$ cat src/rtl/resp_hold_pkg.sv
package resp_hold_pkg;

  typedef enum logic [2:0] {
    ST_ACTIVE    = 3'd0,
    ST_HOLD      = 3'd1,
    ST_IN_RESET  = 3'd2,
    ST_INIT_REQ  = 3'd3,
    ST_WAIT_ADDR = 3'd4,
    ST_WAIT_VERB = 3'd5,
    ST_DRAIN     = 3'd6
  } holdStateT;

  // Strobes from the control path to the datapath
  typedef struct packed {
    logic push;
    logic pop;
    logic bypass;
    logic capAddr;
  } ctlStrobeT;

endpackage

$ cat src/rtl/resp_hold_ctrl.sv
module resp_hold_ctrl
  import resp_hold_pkg::*;
(
  input  logic      clk,
  input  logic      rstN,
  input  logic      linkResetEntry,
  input  logic      linkResetN,
  input  logic      addrValid,
  input  logic      verbValid,
  input  logic      frameTick,
  input  logic      reqValid,
  input  logic      fifoEmpty,
  output ctlStrobeT strobes,
  output logic      statusReq,
  output logic      holding
);

  holdStateT stateQ, stateD;

  always_comb begin
    stateD = stateQ;
    if (!linkResetN) begin
      stateD = ST_IN_RESET;
    end else begin
      unique case (stateQ)
        ST_ACTIVE:    if (linkResetEntry) stateD = ST_HOLD;
        ST_HOLD:      stateD = ST_HOLD;
        ST_IN_RESET:  stateD = ST_INIT_REQ;
        ST_INIT_REQ:  stateD = ST_WAIT_ADDR;
        ST_WAIT_ADDR: if (addrValid) stateD = ST_WAIT_VERB;
        ST_WAIT_VERB: if (verbValid) stateD = ST_DRAIN;
        ST_DRAIN:     if (fifoEmpty && !reqValid) stateD = ST_ACTIVE;
        default:      stateD = ST_ACTIVE;
      endcase
    end
  end

  always_ff @(posedge clk or negedge rstN) begin
    if (!rstN) stateQ <= ST_ACTIVE;
    else       stateQ <= stateD;
  end

  always_comb begin
    strobes.bypass  = reqValid && (stateQ == ST_ACTIVE);
    strobes.push    = reqValid && (stateQ != ST_ACTIVE);
    strobes.pop     = (stateQ == ST_DRAIN) && frameTick && !fifoEmpty;
    strobes.capAddr = (stateQ == ST_WAIT_ADDR) && addrValid && linkResetN;
  end

  assign statusReq = (stateQ == ST_INIT_REQ);
  assign holding   = (stateQ != ST_ACTIVE) && (stateQ != ST_DRAIN);

  // the initialization request lasts a single cycle
  p_status_pulse_r4: assert property (@(posedge clk) disable iff (!rstN)
    statusReq |=> !statusReq);

  // the initialization request only ever follows the link reset state
  p_init_after_reset_r4: assert property (@(posedge clk) disable iff (!rstN)
    $rose(statusReq) |-> $past(stateQ) == ST_IN_RESET);

  // a tag leaves the queue only while draining and on a frame strobe
  p_pop_on_tick_r7: assert property (@(posedge clk) disable iff (!rstN)
    strobes.pop |-> (frameTick && stateQ == ST_DRAIN));

endmodule

$ cat src/rtl/resp_hold_dp.sv
module resp_hold_dp
  import resp_hold_pkg::*;
#(
  parameter int DEPTH  = 8,
  parameter int TAG_W  = 6,
  parameter int ADDR_W = 4
) (
  input  logic              clk,
  input  logic              rstN,
  input  ctlStrobeT         strobes,
  input  logic [TAG_W-1:0]  reqTag,
  input  logic [ADDR_W-1:0] addrIn,
  output logic              fifoEmpty,
  output logic              respValid,
  output logic [TAG_W-1:0]  respTag,
  output logic [ADDR_W-1:0] codecAddr,
  output logic              overflow
);

  localparam int PTR_W = (DEPTH > 1) ? $clog2(DEPTH) : 1;
  localparam int CNT_W = $clog2(DEPTH + 1);
  localparam logic [CNT_W-1:0] FULL_CNT = CNT_W'(DEPTH);
  localparam logic [PTR_W-1:0] LAST_PTR = PTR_W'(DEPTH - 1);

  logic [TAG_W-1:0] slotQ [DEPTH];
  logic [PTR_W-1:0] wrPtrQ, rdPtrQ;
  logic [CNT_W-1:0] countQ;
  logic             fifoFull, doPush, doPop;

  assign fifoEmpty = (countQ == '0);
  assign fifoFull  = (countQ == FULL_CNT);
  assign doPop     = strobes.pop && !fifoEmpty;
  assign doPush    = strobes.push && (!fifoFull || doPop);

  for (genvar g = 0; g < DEPTH; g++) begin : g_slot
    always_ff @(posedge clk or negedge rstN) begin
      if (!rstN)                                     slotQ[g] <= '0;
      else if (doPush && wrPtrQ == PTR_W'(g))        slotQ[g] <= reqTag;
    end
  end

  always_ff @(posedge clk or negedge rstN) begin
    if (!rstN) begin
      wrPtrQ <= '0;
      rdPtrQ <= '0;
      countQ <= '0;
    end else begin
      if (doPush) wrPtrQ <= (wrPtrQ == LAST_PTR) ? '0 : wrPtrQ + 1'b1;
      if (doPop)  rdPtrQ <= (rdPtrQ == LAST_PTR) ? '0 : rdPtrQ + 1'b1;
      if (doPush && !doPop)      countQ <= countQ + 1'b1;
      else if (doPop && !doPush) countQ <= countQ - 1'b1;
    end
  end

  always_ff @(posedge clk or negedge rstN) begin
    if (!rstN) begin
      respValid <= 1'b0;
      respTag   <= '0;
      overflow  <= 1'b0;
      codecAddr <= '0;
    end else begin
      respValid <= strobes.bypass || doPop;
      if (strobes.bypass)   respTag <= reqTag;
      else if (doPop)       respTag <= slotQ[rdPtrQ];
      if (strobes.push && !doPush) overflow <= 1'b1;
      if (strobes.capAddr)  codecAddr <= addrIn;
    end
  end

  // a request meeting a full queue with nothing leaving raises overflow
  p_no_overflow_r8: assert property (@(posedge clk) disable iff (!rstN)
    (strobes.push && fifoFull && !strobes.pop) |=> overflow);

  // overflow is sticky
  p_overflow_sticky_r8: assert property (@(posedge clk) disable iff (!rstN)
    overflow |=> overflow);

  // occupancy never exceeds the queue depth
  p_count_bound_r8: assert property (@(posedge clk) disable iff (!rstN)
    countQ <= FULL_CNT);

  // the address only moves on a capture strobe
  p_addr_stable_r5: assert property (@(posedge clk) disable iff (!rstN)
    !strobes.capAddr |=> $stable(codecAddr));

endmodule

$ cat src/rtl/resp_hold_unit.sv
module resp_hold_unit
  import resp_hold_pkg::*;
#(
  parameter int DEPTH  = 8,
  parameter int TAG_W  = 6,
  parameter int ADDR_W = 4
) (
  input  logic              clk,
  input  logic              rstN,
  input  logic              linkResetEntry,
  input  logic              linkResetN,
  input  logic              addrValid,
  input  logic [ADDR_W-1:0] addrIn,
  input  logic              verbValid,
  input  logic              frameTick,
  input  logic              reqValid,
  input  logic [TAG_W-1:0]  reqTag,
  output logic              statusReq,
  output logic [ADDR_W-1:0] codecAddr,
  output logic              respValid,
  output logic [TAG_W-1:0]  respTag,
  output logic              overflow
);

  ctlStrobeT strobes;
  logic      fifoEmpty;
  logic      holding;

  resp_hold_ctrl u_ctrl (
    .clk            (clk),
    .rstN           (rstN),
    .linkResetEntry (linkResetEntry),
    .linkResetN     (linkResetN),
    .addrValid      (addrValid),
    .verbValid      (verbValid),
    .frameTick      (frameTick),
    .reqValid       (reqValid),
    .fifoEmpty      (fifoEmpty),
    .strobes        (strobes),
    .statusReq      (statusReq),
    .holding        (holding)
  );

  resp_hold_dp #(
    .DEPTH  (DEPTH),
    .TAG_W  (TAG_W),
    .ADDR_W (ADDR_W)
  ) u_dp (
    .clk       (clk),
    .rstN      (rstN),
    .strobes   (strobes),
    .reqTag    (reqTag),
    .addrIn    (addrIn),
    .fifoEmpty (fifoEmpty),
    .respValid (respValid),
    .respTag   (respTag),
    .codecAddr (codecAddr),
    .overflow  (overflow)
  );

  // nothing is issued while responses are being held back
  p_hold_silent_r6: assert property (@(posedge clk) disable iff (!rstN)
    holding |=> !respValid);

endmodule

$ cat config.mk
export PLATFORM = sky130hd
export DESIGN_NAME = resp_hold_unit
export DESIGN_NICKNAME = d
export VERILOG_FILES = /design/src/rtl/resp_hold_pkg.sv /design/src/rtl/resp_hold_ctrl.sv /design/src/rtl/resp_hold_dp.sv /design/src/rtl/resp_hold_unit.sv
export SDC_FILE = /design/constraint.sdc
export NUM_CORES = 1
export LEC_CHECK = 0
export BUFFER_PORTS_ARGS = -buffer_cell sky130_fd_sc_hd__buf_4
export CORE_MARGIN = 3
export CORE_UTILIZATION = 26
export DETAILED_ROUTE_END_ITERATION = 6
export HOLD_SLACK_MARGIN = 0.06
export MAX_ROUTING_LAYER = met4
export PLACE_DENSITY = 0.48
export SYNTH_ARGS = -nofsm -noshare
export SYNTH_HDL_FRONTEND = slang
export SYNTH_SLANG_ARGS = --single-unit
$ cat constraint.sdc
create_clock -name clk -period 3 [get_ports clk]
set_clock_uncertainty 0.05 [all_clocks]
set_input_delay 0.15 -clock clk [delete_from_list [all_inputs] [get_ports clk]]
set_output_delay 0.15 -clock clk [all_outputs]
set_load 0.05 [all_outputs]
==> impl_metrics.ini <==
[worst_setup_path]
cp-endpoint = u_dp.countQ[3]
critPathTopFamily = compound AO/OA/AOI/OAI gates
cp-start-kind = flop
worstSetupPathType = flop to flop
critPathCaptureType = flop
cp_max_fo = 5
rrSetupSlack_ns = 0.27
r2r-end = u_dp.countQ[3]
timing.rr.start = u_dp.countQ[0]
cp.arrival_ns = 2.87
cp_data_required_time_ns = 3.14
crit_path_cell_trace = nor4_2 > nor2_1 > inv_1 > ha_1 > inv_1 > ha_1 > a21o_1 > a2111oi_0 > o31ai_1
cp.depth = 9
cp_slowest_stage_delay_ns = 0.46
rr_worst_depth = 9
worst-path-buf-inv = 2
critical_path.startpoint = u_dp.countQ[0]
crit_slowest_cell = dfrtp_1

[route]
wl_per_cell_um = 15.25
drt_wl_total_um = 7168
drtIter0Drc = 146
routed-wl-met3_um = 215
detail-route-antenna-nets = 0
drc = 0
vias = 2151
wl_met2_um = 3265
wl_met1_um = 3564
via_per_inst = 4.577
highest_layer = met4
drt_first_pass_iters = 4

[layout]
post-route-util = 0.3236
drive_gt1_frac = 0.4320
layout.cells.non_filler = 470
diodes = 0
nets = 320
syn_to_final_growth_pct = 20.87
final_cell_area_um2 = 4319

[synthesis]
synth_compound_area_frac = 0.07983
synthAdderAreaFrac = 0.04412
ys_seq_elements = 73
ys_warn_count = 0
ys_seq_area_frac = 0.5112
synthCells = 248
synth_top_family_by_area = multiplexers
muxShareOfSynthArea = 0.2577
avgSynthCellArea_um2 = 14.41
synth_xor_area_frac = 0.007353
yosys.area_share.simple = 0.06478
ys_types = 39
syn_nets = 278
synth_area_um2 = 3573

[global_route]
grt_pass1_wl_um = 11720
grt_max_degree = 74
grt_usage = 0.1042
antenna_found_initial = 0
grt-ovfl-total = 0
first_global_vias = 2250

[die]
pin_count = 31
initial_core_util = 0.2677
rows = 42
fp.coreArea_um2 = 13350
die_h_um = 123.2
dieWidth_um = 123.2
dieArea_um2 = 15190

[clock_network]
postCtsSetupRepairBufs = 0
cts_made_buffers = 9
cts_resized = 0
cts_tree = done
cts_max_level = 3
clkTransAtPathRegs_ns = 0.05
cts_hold_buf = 6
cts_buffer_depth = 2
clock_latency_ns = 0.33
cts_num_sinks = 73
cts-root-buf = clkbuf_16

[timing]
holdWs_ns = 0.07191
hold_viol = 0
min_period_ns = 2.730
grt_setup_unrepaired = false
layout_worst_path_cycle_share = 0.9099
worst_pin_slew_ns = 0.9172
fin_tns_setup_ns = 0
fmax_ghz = 0.3663
fin_ws_ns = 0.2702
timing.final.max_slew_violations = 0
max-slew-margin-rel = 0.3886
setup_violations = 0

[pwr]
leakagePower_nw = 1.938
vdd_drop_max_mv = 0.3348
total_power_mw = 4.742
powerDensity_nw_per_um2 = 1098

[job]
cap_violations = 0

[placement]
place_inst = 449
placed_area_um2 = 3988
dp_hpwl_um = 4900
numPortBuffers = 30
pre_cts_slack_ns = 0.2841
gp_congestion = 0.7114

[status]
status = completed

[min_path]
min_from = reqValid
hold_path_class = input pin to flop
worstHoldPathCells = 3
## metal layers
layer	track usage	vias to the layer above
li1	-	1012
met1	0.1371	1084
met2	0.1556	44
met3	0.02287	11
met4	0.04429	0
met5	-	-
## flip-flops by register name, indices dropped and copies added, names as in the netlist
signal,cells
u_ctrl.stateQ,3
u_dp.codecAddr,4
u_dp.countQ,4
u_dp.overflow,1
u_dp.rdPtrQ,3
u_dp.respTag,6
u_dp.respValid,1
u_dp.slotQ,48
u_dp.wrPtrQ,3
## cell usage in the layout, fill, tap and decap left out, drive strengths merged, types with 2 or more instances in the layout
cell | Yosys | layout
dfrtp | 73 | 73
nand3b | 2 | 2
nor2 | 5 | 5
clkbuf | 2 | 10
nor4 | 2 | 2
a22o | 6 | 6
and3 | 6 | 6
o31ai | 2 | 2
clkinv | 0 | 5
a21o | 3 | 3
mux2 | 54 | 54
dlygate4sd3 | 0 | 6
mux4 | 12 | 12
a21oi | 3 | 3
mux2i | 2 | 2
ha | 11 | 11
nor3 | 7 | 7
xnor2 | 3 | 3
a31oi | 2 | 2
nand2 | 11 | 11
inv | 7 | 7
o21ai | 5 | 5
buf | 12 | 39
a221o | 6 | 6
o211a | 2 | 2
## Yosys cell counts
library cell / count / area, µm²
dfrtp_1: 73 / 1827
mux2_2: 48 / 540.5
mux4_2: 12 / 270.3
ha_1: 11 / 137.6
nand2_1: 11 / 41.29
buf_2: 7 / 35.03
inv_1: 7 / 26.28
a221o_1: 6 / 60.06
a22o_1: 6 / 52.55
and3_1: 6 / 37.54
mux2_4: 6 / 90.09
nor3_1: 6 / 30.03
buf_6: 5 / 56.30
o21ai_0: 5 / 25.02
nor2_1: 4 / 15.01
a21o_1: 3 / 22.52
a21oi_1: 3 / 15.01
xnor2_1: 3 / 26.28
clkbuf_1: 2 / 7.510
mux2i_1: 2 / 20.02
nand3b_1: 2 / 15.01
nor4_2: 2 / 25.02
o211a_1: 2 / 20.02
a2111oi_0: 1 / 8.760
a211o_1: 1 / 8.760
a221oi_1: 1 / 8.760
a31oi_1: 1 / 6.260
a31oi_4: 1 / 21.27
and3b_1: 1 / 8.760
fa_1: 1 / 20.02
nand3_1: 1 / 5.000
nand4_1: 1 / 6.260
nand4b_4: 1 / 23.77
nor2_2: 1 / 6.260
nor3_2: 1 / 10.01
nor3b_1: 1 / 7.510
o21bai_1: 1 / 7.510
o31ai_1: 1 / 7.510
o31ai_4: 1 / 21.27
## tightest hold or removal path: stages
cell	delay, ns
buf_4	0.12
o31ai_4	0.07
o21bai_1	0.07
## logic make-up after synthesis
logic type      count (synthesis)
fa+ha+maj                      12
flops                          73
mux                            68
compound gates                 33
xor+xnor                        3
buf+inv                        21
simple gates                   38
## how the worst min path moves through the flow
stage / to
finish: u_dp.overflow
global route: u_ctrl.stateQ[0]
CTS: u_dp.overflow
detailed placement: u_dp.respTag[4]
global placement: u_dp.respValid
floorplan: u_ctrl.stateQ[0]
## final cells by class
| type | instances | area (µm²) |
|---|---|---|
| Clock buffer | 10 | 239.0 |
| Sequential cell | 73 | 1827 |
| Fill cell | 1317 | 9029 |
| Clock inverter | 5 | 32.53 |
| Tap cell | 176 | 220.2 |
| Multi-Input combinational cell | 154 | 1622 |
| Timing Repair Buffer | 45 | 352.8 |
| Inverter | 7 | 26.28 |
## power by group
group          switching [mW]  leakage (nW)  internal (mW)
registers               0.322         0.893           1.46
clock network           0.398         0.138          0.575
logic                   0.953         0.907           1.03
total                    1.67          1.94           3.07
Power figures use the tool's default switching activity.
